File: src/rtl/burst_seq_pkg.sv
package burst_seq_pkg;

    localparam int OFS_W = 2;
    localparam int BEATS = 1 << OFS_W;

    typedef logic [OFS_W-1:0] ofs_t;

    typedef enum logic {
        ORD_LINEAR = 1'b0,
        ORD_XOR    = 1'b1
    } order_e;

    typedef struct packed {
        logic load;
        logic step;
    } seq_ctl_t;

    function automatic ofs_t map_offset(ofs_t start, ofs_t beat, order_e ord);
        ofs_t res;
        if (ord == ORD_XOR) begin
            res = start ^ beat;
        end else begin
            res = start + beat;
        end
        return res;
    endfunction

endpackage

File: src/rtl/burst_load_dec.sv
module burst_load_dec
    import burst_seq_pkg::*;
(
    input  logic     ctl_strobe_n,
    input  logic     cpu_strobe_n,
    input  logic     chip_en_n,
    input  logic     step_n,
    output seq_ctl_t ctl
);
    logic cpu_take;

    always_comb begin
        cpu_take = ~cpu_strobe_n & ~chip_en_n;
        ctl.load = ~ctl_strobe_n | cpu_take;
        ctl.step = ~step_n & ~ctl.load;
    end
endmodule

File: src/rtl/burst_beat_ctr.sv
module burst_beat_ctr
    import burst_seq_pkg::*;
#(
    parameter int ADDR_W = 19
) (
    input  logic              clk,
    input  logic              rst,
    input  seq_ctl_t          ctl,
    input  logic [ADDR_W-1:0] addr_in,
    output logic [ADDR_W-1:0] base_q,
    output ofs_t              beat_q
);
    always_ff @(posedge clk) begin
        if (rst) begin
            base_q <= '0;
            beat_q <= '0;
        end else if (ctl.load) begin
            base_q <= addr_in;
            beat_q <= '0;
        end else if (ctl.step) begin
            beat_q <= beat_q + ofs_t'(1);
        end
    end
endmodule

File: src/rtl/burst_ofs_map.sv
module burst_ofs_map
    import burst_seq_pkg::*;
(
    input  ofs_t start_ofs,
    input  ofs_t beat,
    input  logic order_sel,
    output ofs_t cur_ofs
);
    order_e ord;

    always_comb begin
        ord     = order_e'(order_sel);
        cur_ofs = map_offset(start_ofs, beat, ord);
    end
endmodule

File: src/rtl/burst_seq_top.sv
module burst_seq_top
    import burst_seq_pkg::*;
#(
    parameter int ADDR_W = 19
) (
    input  logic              clk,
    input  logic              rst,
    input  logic [ADDR_W-1:0] addr_in,
    input  logic              ctl_strobe_n,
    input  logic              cpu_strobe_n,
    input  logic              chip_en_n,
    input  logic              step_n,
    input  logic              order_sel,
    output logic [ADDR_W-1:0] addr_out
);
    localparam int HI_W = ADDR_W - OFS_W;

    seq_ctl_t          ctl;
    logic [ADDR_W-1:0] base_q;
    ofs_t              beat_q;
    ofs_t              cur_ofs;

    burst_load_dec u_dec (
        .ctl_strobe_n (ctl_strobe_n),
        .cpu_strobe_n (cpu_strobe_n),
        .chip_en_n    (chip_en_n),
        .step_n       (step_n),
        .ctl          (ctl)
    );

    burst_beat_ctr #(.ADDR_W(ADDR_W)) u_ctr (
        .clk     (clk),
        .rst     (rst),
        .ctl     (ctl),
        .addr_in (addr_in),
        .base_q  (base_q),
        .beat_q  (beat_q)
    );

    burst_ofs_map u_map (
        .start_ofs (base_q[OFS_W-1:0]),
        .beat      (beat_q),
        .order_sel (order_sel),
        .cur_ofs   (cur_ofs)
    );

    generate
        if (HI_W > 0) begin : g_upper
            assign addr_out = {base_q[ADDR_W-1:OFS_W], cur_ofs};
        end else begin : g_low_only
            assign addr_out = cur_ofs[ADDR_W-1:0];
        end
    endgenerate
endmodule

File: config.mk
export PLATFORM = sky130hd
export DESIGN_NAME = burst_seq_top
export DESIGN_NICKNAME = d
export VERILOG_FILES = /design/src/rtl/burst_seq_pkg.sv /design/src/rtl/burst_load_dec.sv /design/src/rtl/burst_beat_ctr.sv /design/src/rtl/burst_ofs_map.sv /design/src/rtl/burst_seq_top.sv
export SDC_FILE = /design/constraint.sdc
export NUM_CORES = 1
export LEC_CHECK = 0
export ABC_AREA = 0
export BUFFER_PORTS_ARGS = -buffer_cell sky130_fd_sc_hd__buf_2
export CAP_MARGIN = 10
export CORE_ASPECT_RATIO = 1.75
export CORE_MARGIN = 2
export CORE_UTILIZATION = 40
export CTS_BUF_LIST = sky130_fd_sc_hd__clkbuf_4 sky130_fd_sc_hd__clkbuf_8
export DETAILED_ROUTE_END_ITERATION = 10
export GPL_ROUTABILITY_DRIVEN = 1
export PLACE_DENSITY = 0.73
export SLEW_MARGIN = 20
export SYNTH_ARGS = -nofsm -noshare
export SYNTH_HDL_FRONTEND = slang
export SYNTH_SLANG_ARGS = --single-unit
export TNS_END_PERCENT = 30
File: constraint.sdc
create_clock -name clk -period 1 [get_ports clk]
set_clock_uncertainty 0.1 [all_clocks]
set_input_delay 0.3 -clock clk [delete_from_list [all_inputs] [get_ports clk]]
set_output_delay 0.3 -clock clk [all_outputs]
set_load 0.01 [all_outputs]
# Yosys cells after proc, flatten, opt, wreduce, memory -nomap -nowiden
# Index checks and enable logic that the tools add are counted.
[classes] n_addsub=2 n_mux=1 bitwise_logic=9 reduce_logical=1
[ops] cell="1-bit NOT" count=5
[ops] cell="2-bit by 1-bit adder with 2-bit output, second input constant" count=1
[ops] cell="2-bit adder" count=1
[ops] cell="1-bit bitwise AND" count=2
[ops] cell="2-bit two-way mux" count=1
[ops] cell="2-bit OR reduction" count=1
[ops] cell="2-bit XOR" count=1
[ops] cell="1-bit bitwise OR" count=1
[word_totals] regBits=21 in_bits=26 output_inout_bits=19 wordCells=15

# Depth between registers and ports, before layout
# Gate-level depths: netlist (run 1).
[logic_depth] depth_word=5 mapped_depth=5

# By module
# Synthesis (run 1) repeated with hierarchy kept, for this count alone.
[unflattened] hier_cells=75 area_unflattened_um2=848.3
[by_module_without_submodules] module="burst_beat_ctr" instances=1 cells_each=69 area_each_um2=799.5 seq_area_each_um2=420.4
[by_module_without_submodules] module="burst_ofs_map" instances=1 cells_each=4 area_each_um2=36.3 seq_area_each_um2=0.0
[by_module_without_submodules] module="burst_load_dec" instances=1 cells_each=2 area_each_um2=12.5 seq_area_each_um2=0.0

# Worst setup path before layout (run 1)
# OpenSTA, ideal clock, no wires.
[synth_path] path_type="register to output" startpoint="reg u_ctr.base_q[0]" endpoint="out addr_out[1]" arrival_time_ns=0.822 slack_ns=-0.222 path_stages_with_launch=4 n_path_buf=0 cell_sequence="dfxtp_1 -> ha_1 -> nor2b_1 -> xnor2_1"
[synth_between] elab_chain_cells=2
[synth_lines] item="start: declaration" line="burst_beat_ctr.sv:10" source="output logic [ADDR_W-1:0] base_q,"
[synth_lines] item="start signal: assignment" line="burst_beat_ctr.sv:18" source="base_q <= addr_in;"
[synth_lines] item="2-bit adder" line="burst_seq_pkg.sv:23" source="res = start + beat;"
[synth_lines] item="2-bit two-way mux" line="burst_seq_pkg.sv:20" source="if (ord == ORD_XOR) begin"
[synth_lines] item="end: declaration" line="burst_seq_top.sv:14" source="output logic [ADDR_W-1:0] addr_out"
# No other way between the ends.

# Worst setup path in the final report (run 1)
[layout_path] startpoint="reg u_ctr.beat_q[0]" endpoint="out addr_out[1]"
[layout_between] elab_chain_cells=2
[layout_lines] item="start: declaration" line="burst_beat_ctr.sv:11" source="output ofs_t beat_q"
[layout_lines] item="start signal: assignment" line="burst_beat_ctr.sv:21" source="beat_q <= beat_q + ofs_t'(1);"
[layout_lines] item="2-bit adder" line="burst_seq_pkg.sv:23"
[layout_lines] item="2-bit two-way mux" line="burst_seq_pkg.sv:20"
# No other way between the ends.

==> results_dict.tcl, run 1 <==
set metrics [dict create \
    cts_made_buffers 3 \
    power.density_nw_per_um2 1340 \
    yosys-top-cells-count "nand2_1 (36), dfxtp_1 (21), buf_4 (18)" \
    r2r_slack_ns -0.17 \
    utilization 0.6092 \
    holdWs_ns 0.1799 \
    finalCriticalPeriod_ns 1.526 \
    cpMaxStageDelayCell "dfxtp_2" \
    required_ns 0.60 \
    synth_cells 112 \
    totalWireLength_um 2181 \
    ios 45 \
    yosys.cell_types.count 17 \
    dieArea_um2 2836 \
    hold_viol 0 \
    rsz0062_at_grt "yes" \
    grt_pass1_wl_um 3270 \
    fp.coreArea_um2 2302 \
    worstPathArrival_ns 1.13 \
    syn_area_um2 964.7 \
    final_net_count 179 \
    drive_above_1_share 0.6755 \
    clock.fmax_mhz 655.4 \
    wl_per_cell_um 12.39 \
    finalCritPeriodShare 1.526 \
    finalPower_mw 1.879 \
    first_global_vias 803 \
    cts.htree.levels 1 \
    crit_path_max_fanout 2 \
    synth-edff-count 0 \
    maxSlewViolCount 0 \
    synthArstFlopShare 0 \
    cp_slowest_stage_delay_ns 0.36 \
    yosysTopAreaCell "dfxtp_1" \
    crit_cells 4 \
    yosysWarnings 0 \
    violations "setup timing" \
    clk-insertion-delay-late_ns 0.25 \
    top_usage_layer "met2" \
    crit_type "reg2out" \
    cts_sinks 21 \
    nFillCells 215 \
    r2r_start "u_ctr.beat_q[0]" \
    synth.area.top_cells "dfxtp_1 (44%), buf_4 (14%), nand2_1 (14%)" \
    power.share.sequential 0.498 \
    max_slew.worst_pin.slew_ns 0.2022 \
    grt_max_degree 20 \
    ant_nets 0 \
    cp-endpoint "addr_out[1]" \
    drtPass1Iterations 2 \
    p_sw_frac 0.2411 \
    yosysMostFrequentCell "nand2_1" \
    place_hpwl_um 1439 \
    setup_viol 21 \
    synth_top_flop_cell "dfxtp_1" \
    start_kind "flip-flop" \
    syn-num-nets 139 \
    clockBufferDepth 2 \
    timing.rr.end "u_ctr.beat_q[1]" \
    power_frac_comb 0.208 \
    crit_chain "ha_4, nor2b_4, xnor2_2, buf_2" \
    die_h_um 68.97 \
    power.share.clock 0.295 \
    rows 23 \
    gr-usage-met1 0.1723 \
    antenna_found_initial 0 \
    synth-seq-cells 21 \
    critPathCaptureType "output port" \
    ctsRootBufferMaster "clkbuf_8" \
    netlist.area_leader.share 0.4358 \
    num_vias 844 \
    syn-mean-instance-area_um2 8.613 \
    die_x_um 41.12 \
    cts_hold_buf 0 \
    slew_headroom 0.8646 \
    p_int_mw 1.426 \
    min_path_type "in2reg" \
    start_util 0.4190 \
    reg2regPathDepth 5 \
    grtUsageTotal 0.1713 \
    grtUsageMet2 0.3203 \
    outcome "finished, violations left" \
    met3_usage 0.03526 \
    p_leak_nw 0.6421 \
    ys_seq_area_frac 0.4358 \
    area_growth_pct 45.40 \
    drt_iter0_markers 8 \
    drcViolationCount 0 \
    cp_top_family "flip-flops" \
    worst-path-buf-inv 1 \
    max_cap_violations 0 \
    p_sw_uw 453.1 \
    io_buffers 44 \
    clk_pin_slew_ns 0.07 \
    gr-total-overflow 0 \
    crit_path_start "u_ctr.beat_q[0]" \
    gp_congestion 0.6849 \
    peakVddDrop_mv 0.9376 \
    cts_tree "yes" \
    drt-vias-per-instance 4.795 \
    finalWorstSetupSlack_ns -0.5258 \
    n_antenna_cell 0 \
]
## repair_timing
item / in CTS / in global routing
gates cloned: 0 / 0
hold endpoints to repair: 0 / 0
setup buffers: 3 / 2
resized for setup: 40 / 2
setup endpoints to repair: 20 / 22
pin swaps: 3 / 0
## per-layer routing
layer | routed length [um] | up-vias
li1 | - | 422
met3 | 131 | 4
met4 | 27 | 0
met5 | 0 | -
met1 | 808 | 382
met2 | 1213 | 36
## cell families after synthesis
| group | count (synthesis) | share of synthesized area |
|---|---|---|
| DFF | 21 | 0.4358 |
| AOI/OAI and AO/OA | 21 | 0.1543 |
| adders and majority gates | 1 | 0.01297 |
| buffers and inverters | 23 | 0.1855 |
| xor gates and xnor gates | 3 | 0.02724 |
| and+or+nand+nor | 43 | 0.1842 |
## worst min path at each step
stage,to,start,slack (ns),cells after the start
after global routing,u_ctr.base_q[7],addr_in[7],0.18,3
after CTS,u_ctr.base_q[8],addr_in[8],0.17,3
final,u_ctr.base_q[8],addr_in[8],0.18,3
after detailed placement,u_ctr.base_q[17],u_ctr.base_q[17],0.34,2
after global placement,u_ctr.base_q[17],u_ctr.base_q[17],0.34,2
after floorplan,u_ctr.beat_q[0],rst,0.28,1
## sequential cells by signal (all words and copies together), names as in the netlist
signal        cells
u_ctr.base_q     19
u_ctr.beat_q      2
## worst reg2reg max path, cell delays in order, from the launching register on
cell,delay (ns)
dfxtp_2,0.34
buf_4,0.13
buf_4,0.12
nor2b_2,0.16
xnor2_1,0.12
nor3_1,0.13
## cell usage in the layout, fill, tap and decap left out, drive strengths merged
cell type / synthesis / final
xnor2: 3 / 3
clkbuf: 2 / 4
nand2: 38 / 38
nor2b: 3 / 3
ha: 1 / 1
dfxtp: 21 / 21
o21ai: 1 / 1
nor4: 1 / 1
nor3: 1 / 1
o21a: 1 / 1
a21oi: 19 / 19
buf: 21 / 58
## power by group through the flow
stage                     clock network (mW)  registers [mW]  logic, mW
after floorplan                            0           0.928      0.232
after global placement                     0           0.930      0.300
after detailed placement                   0           0.933      0.307
final                                  0.554           0.935      0.391
after global routing                   0.611           0.941      0.428
after CTS                              0.579           0.934      0.377
## stage by stage
step / cell area [um^2] / cells / setup WS, ns / TNS, ns
2_1_floorplan: 997.2 / 112 / -0.1630 / -1.017
6_report: 1403 / 176 / -0.5258 / -2.644
3_5_place_dp: 1150 / 167 / -0.2853 / -3.105
5_1_grt: 1403 / 176 / -0.5947 / -3.308
4_1_cts: 1378 / 174 / -0.5317 / -2.610
3_3_place_gp: 1150 / 167 / -0.2608 / -2.926
## area by class of cell
class / count / area, um^2 / area share
clock buffers: 4 / 48.80 / 0.03479
multi-input cells: 68 / 424.2 / 0.3024
well taps: 25 / 31.28 / 0.02230
flip-flops and latches: 21 / 444.2 / 0.3167
repair buffers: 58 / 454.2 / 0.3238
(Power assumes the default switching activity.)
==> inputs of run 2 (changes only) <==
--- a/config.mk
+++ b/config.mk
@@ -8,7 +8,7 @@
 export ABC_AREA = 0
 export BUFFER_PORTS_ARGS = -buffer_cell sky130_fd_sc_hd__buf_2
 export CAP_MARGIN = 10
-export CORE_ASPECT_RATIO = 1.75
+export CORE_ASPECT_RATIO = 0.7
 export CORE_MARGIN = 2
 export CORE_UTILIZATION = 40
 export CTS_BUF_LIST = sky130_fd_sc_hd__clkbuf_4 sky130_fd_sc_hd__clkbuf_8
==> results_dict.tcl, run 2 (synthesized netlist as in run 1, its figures left out) <==
set metrics [dict create \
    finalCritPeriodShare 1.570 \
    largest_reg_flops 19 \
    r2r_start "u_ctr.beat_q[0]" \
    p_leak_nw 0.6173 \
    top_regs "u_ctr.base_q: 19 flops, u_ctr.beat_q: 2 flops" \
    reg2regPathDepth 4 \
    clk-insertion-delay-late_ns 0.29 \
    start_kind "flip-flop" \
    place_hpwl_um 1483 \
    maxSlewViolCount 0 \
    drive_above_1_share 0.6644 \
    crit_type "reg2out" \
    r2r_slack_ns -0.06 \
    dieArea_um2 2827 \
    drcViolationCount 0 \
    gr-total-overflow 0 \
    clockBufferDepth 2 \
    clock.fmax_mhz 636.9 \
    ctsRootBufferMaster "clkbuf_4" \
    rsz0062_at_grt "yes" \
    cts.htree.levels 1 \
    placed_cell_area_um2 1161 \
    start_util 0.4371 \
    violations "setup timing" \
    mostFrequentLayoutCell "nand2_1" \
    clk_pin_slew_ns 0.12 \
    worstHoldEndpoint "u_ctr.base_q[2]" \
    required_ns 0.60 \
    max_slew.worst_pin.slew_ns 0.1806 \
    fp.coreArea_um2 2207 \
    finalInstanceArea_um2 1374 \
    timing.rr.end "u_ctr.beat_q[1]" \
    p_sw_frac 0.2688 \
    die_h_um 45.09 \
    min_path_cells 3 \
    slew_headroom 0.8786 \
    p_int_mw 1.261 \
    p_sw_uw 463.5 \
    cpMaxStageDelayCell "dfxtp_2" \
    gp_congestion 0.7033 \
    cts_made_buffers 3 \
    cts_sinks 21 \
    final_cell_mix "nand2_1 (34), buf_2 (26), dfxtp_2 (19)" \
    hold_viol 0 \
    grt_max_degree 22 \
    n_antenna_cell 0 \
    power_frac_comb 0.222 \
    drt-vias-per-instance 4.528 \
    totalWireLength_um 2008 \
    finalPower_mw 1.725 \
    drtPass1Iterations 4 \
    power.density_nw_per_um2 1255 \
    rows 14 \
    grtUsageTotal 0.1583 \
    cp_slowest_stage_delay_ns 0.37 \
    area.sequential_um2 444.2 \
    power.share.clock 0.237 \
    antenna_found_initial 0 \
    multi_input_area_um2 424.2 \
    power.share.sequential 0.541 \
    area_growth_pct 42.41 \
    max_cap_violations 0 \
    ios 45 \
    top_register "u_ctr.base_q" \
    worstPathArrival_ns 1.17 \
    io_buffers 44 \
    finalWorstSetupSlack_ns -0.5701 \
    critPathCaptureType "output port" \
    num_vias 806 \
    min_path_type "in2reg" \
    crit_chain "ha_4, nor2b_4, xnor2_2, buf_2" \
    setup_viol 20 \
    wl_per_cell_um 11.28 \
    nFillCells 219 \
    cts_tree "yes" \
    crit_path_max_fanout 2 \
    hp-start "addr_in[2]" \
    final_net_count 174 \
    drt_iter0_markers 38 \
    outcome "finished, violations left" \
    ant_nets 0 \
    first_global_vias 845 \
    die_x_um 62.70 \
    finalCriticalPeriod_ns 1.570 \
    grt_pass1_wl_um 3436 \
    peakVddDrop_mv 0.6520 \
]
-- run 2: cell count changes in the layout (fill, tap and decap cells not counted) --
cell      delta
buf_12       +2
buf_4        -6
buf_6        -1
clkbuf_4     +2
clkbuf_8     -3
clkinv_2     +1
-- run 2: area by class of cell --
type,instances,area share
sequential,21,0.3233
timing repair buffer,53,0.3188
clock inverter,1,0.003643
clock buffer,3,0.01639
tap,32,0.02914
multi-input combinational,68,0.3087
-- run 2: timing repair --
action                     in CTS  in global routing
pin swaps                       3                  0
setup endpoints to repair      21                 21
hold buffers                    0                  0
resized for setup              39                  2
setup buffers                   3                  0
-- run 2: through the flow --
stage | setup TNS [ns] | hold WS [ns] | instances | util | setup WS, ns
CTS | -3.961 | 0.1025 | 178 | 0.6162 | -0.5891
detailed placement | -3.020 | 0.3415 | 171 | 0.5261 | -0.2878
global route | -4.676 | 0.09590 | 178 | 0.6224 | -0.6377
floorplan | -1.017 | 0.2785 | 112 | - | -0.1630
finish | -3.742 | 0.1121 | 178 | 0.6224 | -0.5701
global placement | -2.550 | 0.3349 | 171 | 0.5261 | -0.2629
-- run 2: power groups by stage --
stage | logic, mW | registers (mW) | clock network (mW)
floorplan | 0.232 | 0.928 | 0
global placement | 0.303 | 0.930 | 0
detailed placement | 0.313 | 0.933 | 0
CTS | 0.382 | 0.932 | 0.422
global route | 0.417 | 0.939 | 0.467
finish | 0.383 | 0.932 | 0.409
-- run 2: how the worst max path moves through the flow --
stage | depth (start not counted) | slack [ns] | from | endpoint
after floorplan | 3 | -0.16 | u_ctr.base_q[0] | addr_out[1]
after global placement | 4 | -0.26 | u_ctr.base_q[0] | addr_out[1]
after detailed placement | 4 | -0.29 | u_ctr.base_q[0] | addr_out[1]
after CTS | 4 | -0.59 | u_ctr.beat_q[0] | addr_out[1]
after global routing | 4 | -0.64 | u_ctr.beat_q[0] | addr_out[1]
final | 4 | -0.57 | u_ctr.beat_q[0] | addr_out[1]
-- run 2: critical path, delay by kind of cell (launching register included) --
family | cells | cell delay (ns)
buffers and inverters | 1 | 0.14
xor gates and xnor gates | 1 | 0.10
DFF | 1 | 0.37
and+or+nand+nor | 1 | 0.14
adders and majority gates | 1 | 0.13
-- run 2: layer usage --
metal / vias to the layer above / GRT usage / routed length, um
met3: 2 / 0.05486 / 98
met4: 0 / 0.05333 / 22
met1: 374 / 0.1732 / 848
li1: 409 / - / -
met5: - / 0 / 0
met2: 21 / 0.2968 / 1038
==> inputs of run 3 (changes only) <==
--- a/config.mk
+++ b/config.mk
@@ -14,7 +14,7 @@
 export CTS_BUF_LIST = sky130_fd_sc_hd__clkbuf_4 sky130_fd_sc_hd__clkbuf_8
 export DETAILED_ROUTE_END_ITERATION = 10
 export GPL_ROUTABILITY_DRIVEN = 1
-export PLACE_DENSITY = 0.73
+export PLACE_DENSITY = 0.7
 export SLEW_MARGIN = 20
 export SYNTH_ARGS = -nofsm -noshare
 export SYNTH_HDL_FRONTEND = slang
==> constraint.sdc (replaced) <==
create_clock -name clk -period 1.6 [get_ports clk]
set_clock_uncertainty 0.1 [all_clocks]
set_input_delay 0.48 -clock clk [delete_from_list [all_inputs] [get_ports clk]]
set_output_delay 0.48 -clock clk [all_outputs]
set_load 0.01 [all_outputs]
==> results_dict.tcl, run 3 (synthesized netlist as in run 1, its figures left out) <==
set metrics [dict create \
    peakVddDrop_mv 0.4515 \
    drt_iter0_markers 15 \
    holdWs_ns 0.3123 \
    grtUsageTotal 0.1458 \
    antenna_found_initial 0 \
    p_sw_frac 0.2573 \
    io_buffers 44 \
    dieArea_um2 2827 \
    cts_made_buffers 3 \
    cp_top_family "flip-flops" \
    power.density_nw_per_um2 886.5 \
    clockBufferDepth 2 \
    violations "setup timing" \
    finalCriticalPeriod_ns 1.753 \
    finalInstanceArea_um2 1142 \
    totalWireLength_um 1881 \
    gp_congestion 0.6967 \
    top_regs "u_ctr.base_q: 19 flops, u_ctr.beat_q: 2 flops" \
    start_util 0.4371 \
    worst-path-buf-inv 1 \
    rsz0062_at_grt "yes" \
    crit_path_max_fanout 2 \
    place_hpwl_um 1361 \
    drt-vias-per-instance 4.488 \
    final_net_count 168 \
    cts.htree.levels 1 \
    finalCritPeriodShare 1.095 \
    die_x_um 62.70 \
    drtPass1Iterations 4 \
    maxSlewViolCount 0 \
    crit_chain "ha_4, nor2b_4, xnor2_1, buf_2" \
    placed_cell_area_um2 1074 \
    worstPathArrival_ns 1.17 \
    die_h_um 45.09 \
    drive_above_1_share 0.4857 \
    min_path_type "in2reg" \
    cpMaxStageDelayCell "dfxtp_4" \
    clk-insertion-delay-late_ns 0.29 \
    mostFrequentLayoutCell "buf_2" \
    p_int_uw 752.2 \
    p_sw_uw 260.5 \
    slew_headroom 0.5403 \
    crit_type "reg2out" \
    rows 14 \
    max_slew.worst_pin.slew_ns 0.6896 \
    power.share.clock 0.261 \
    power_frac_comb 0.177 \
    setup_viol 1 \
    grt_pass1_wl_um 3167 \
    first_global_vias 794 \
    hold_viol 0 \
    ctsRootBufferMaster "clkbuf_4" \
    max_cap_violations 0 \
    critPathCaptureType "output port" \
    clk_pin_slew_ns 0.11 \
    cts_sinks 21 \
    finalPower_mw 1.013 \
    largest_reg_flops 19 \
    ant_nets 0 \
    wl_per_cell_um 10.94 \
    required_ns 1.02 \
    outcome "finished, violations left" \
    start_kind "flip-flop" \
    n_antenna_cell 0 \
    num_vias 772 \
    fp.coreArea_um2 2207 \
    grt_max_degree 22 \
    drcViolationCount 0 \
    cp_slowest_stage_delay_ns 0.37 \
    area_growth_pct 18.42 \
    post-place-ws_ns -0.04661 \
    final_cell_mix "buf_2 (43), nand2_1 (36), dfxtp_1 (19)" \
    cts_tree "yes" \
    power.share.sequential 0.562 \
    clock.fmax_mhz 570.5 \
    ios 45 \
    cts_hold_buf 0 \
    finalWorstSetupSlack_ns -0.1528 \
    p_leak_nw 0.5260 \
    gr-total-overflow 0 \
    top_register "u_ctr.base_q" \
    setup_tns_ns -0.1528 \
]
-- run 3: cell count changes in the layout (fill, tap and decap cells not counted), moves of 2 or more --
cell     previous run  this run
xnor2_1             1         3
buf_4               6         2
buf_2              26        43
dfxtp_1             2        19
nand2_4             2         0
buf_6              18         1
dfxtp_2            19         1
xnor2_2             2         0
buf_12              3         1
nand2_1            34        36
-- run 3: area by class of cell --
type / count / area (um^2)
Timing Repair Buffer: 47 / 261.5
Clock buffer: 4 / 30.03
Sequential cell: 21 / 425.4
Tap cell: 32 / 40.04
Multi-Input combinational cell: 68 / 385.4
Fill cell: 221 / 1065
-- run 3: path summary, 6_finish.rpt --
| path | slack (ns) | from | cells past startpoint | to |
|---|---|---|---|---|
| worst max-delay path | -0.15 | u_ctr.beat_q[0] | 4 | addr_out[1] |
| worst min-delay path | 0.31 | addr_in[0] | 3 | u_ctr.base_q[0] |
| worst min register to register | 0.36 | u_ctr.base_q[8] | 2 | u_ctr.base_q[8] |
| worst max register to register | 0.53 | u_ctr.beat_q[0] | 4 | u_ctr.beat_q[1] |
-- run 3: routing by layer --
| layer | vias to the layer above | track usage | routed length (um) |
|---|---|---|---|
| li1 | 395 | - | - |
| met4 | 0 | 0.05333 | 22 |
| met2 | 20 | 0.2645 | 937 |
| met3 | 2 | 0.05237 | 92 |
| met1 | 355 | 0.1633 | 829 |
| met5 | - | 0 | 0 |
-- run 3: power groups by stage --
stage               Combinational [mW]  Clock [mW]  Sequential, mW
finish                           0.179       0.264           0.569
floorplan                        0.140           0           0.578
CTS                              0.181       0.281           0.571
global placement                 0.168           0           0.580
detailed placement               0.173           0           0.581
global route                     0.198       0.299           0.574
-- run 3: stage by stage --
stage,cells,util
2_1_floorplan,112,-
3_3_place_gp,167,0.4864
3_5_place_dp,167,0.4864
4_1_cts,172,0.5164
5_1_grt,172,0.5176
6_report,172,0.5176
-- run 3: tightest hold or removal path, stage by stage --
cell and delay (ns):
buf_2 0.10, nand2_1 0.05, a21oi_1 0.05
-- run 3: timing repair --
action                     4_1_cts  5_1_grt
pin swaps                        2        2
buffers inserted                 1        0
cloned                           0        0
gates resized for setup          7        1
setup endpoints to repair        2        2
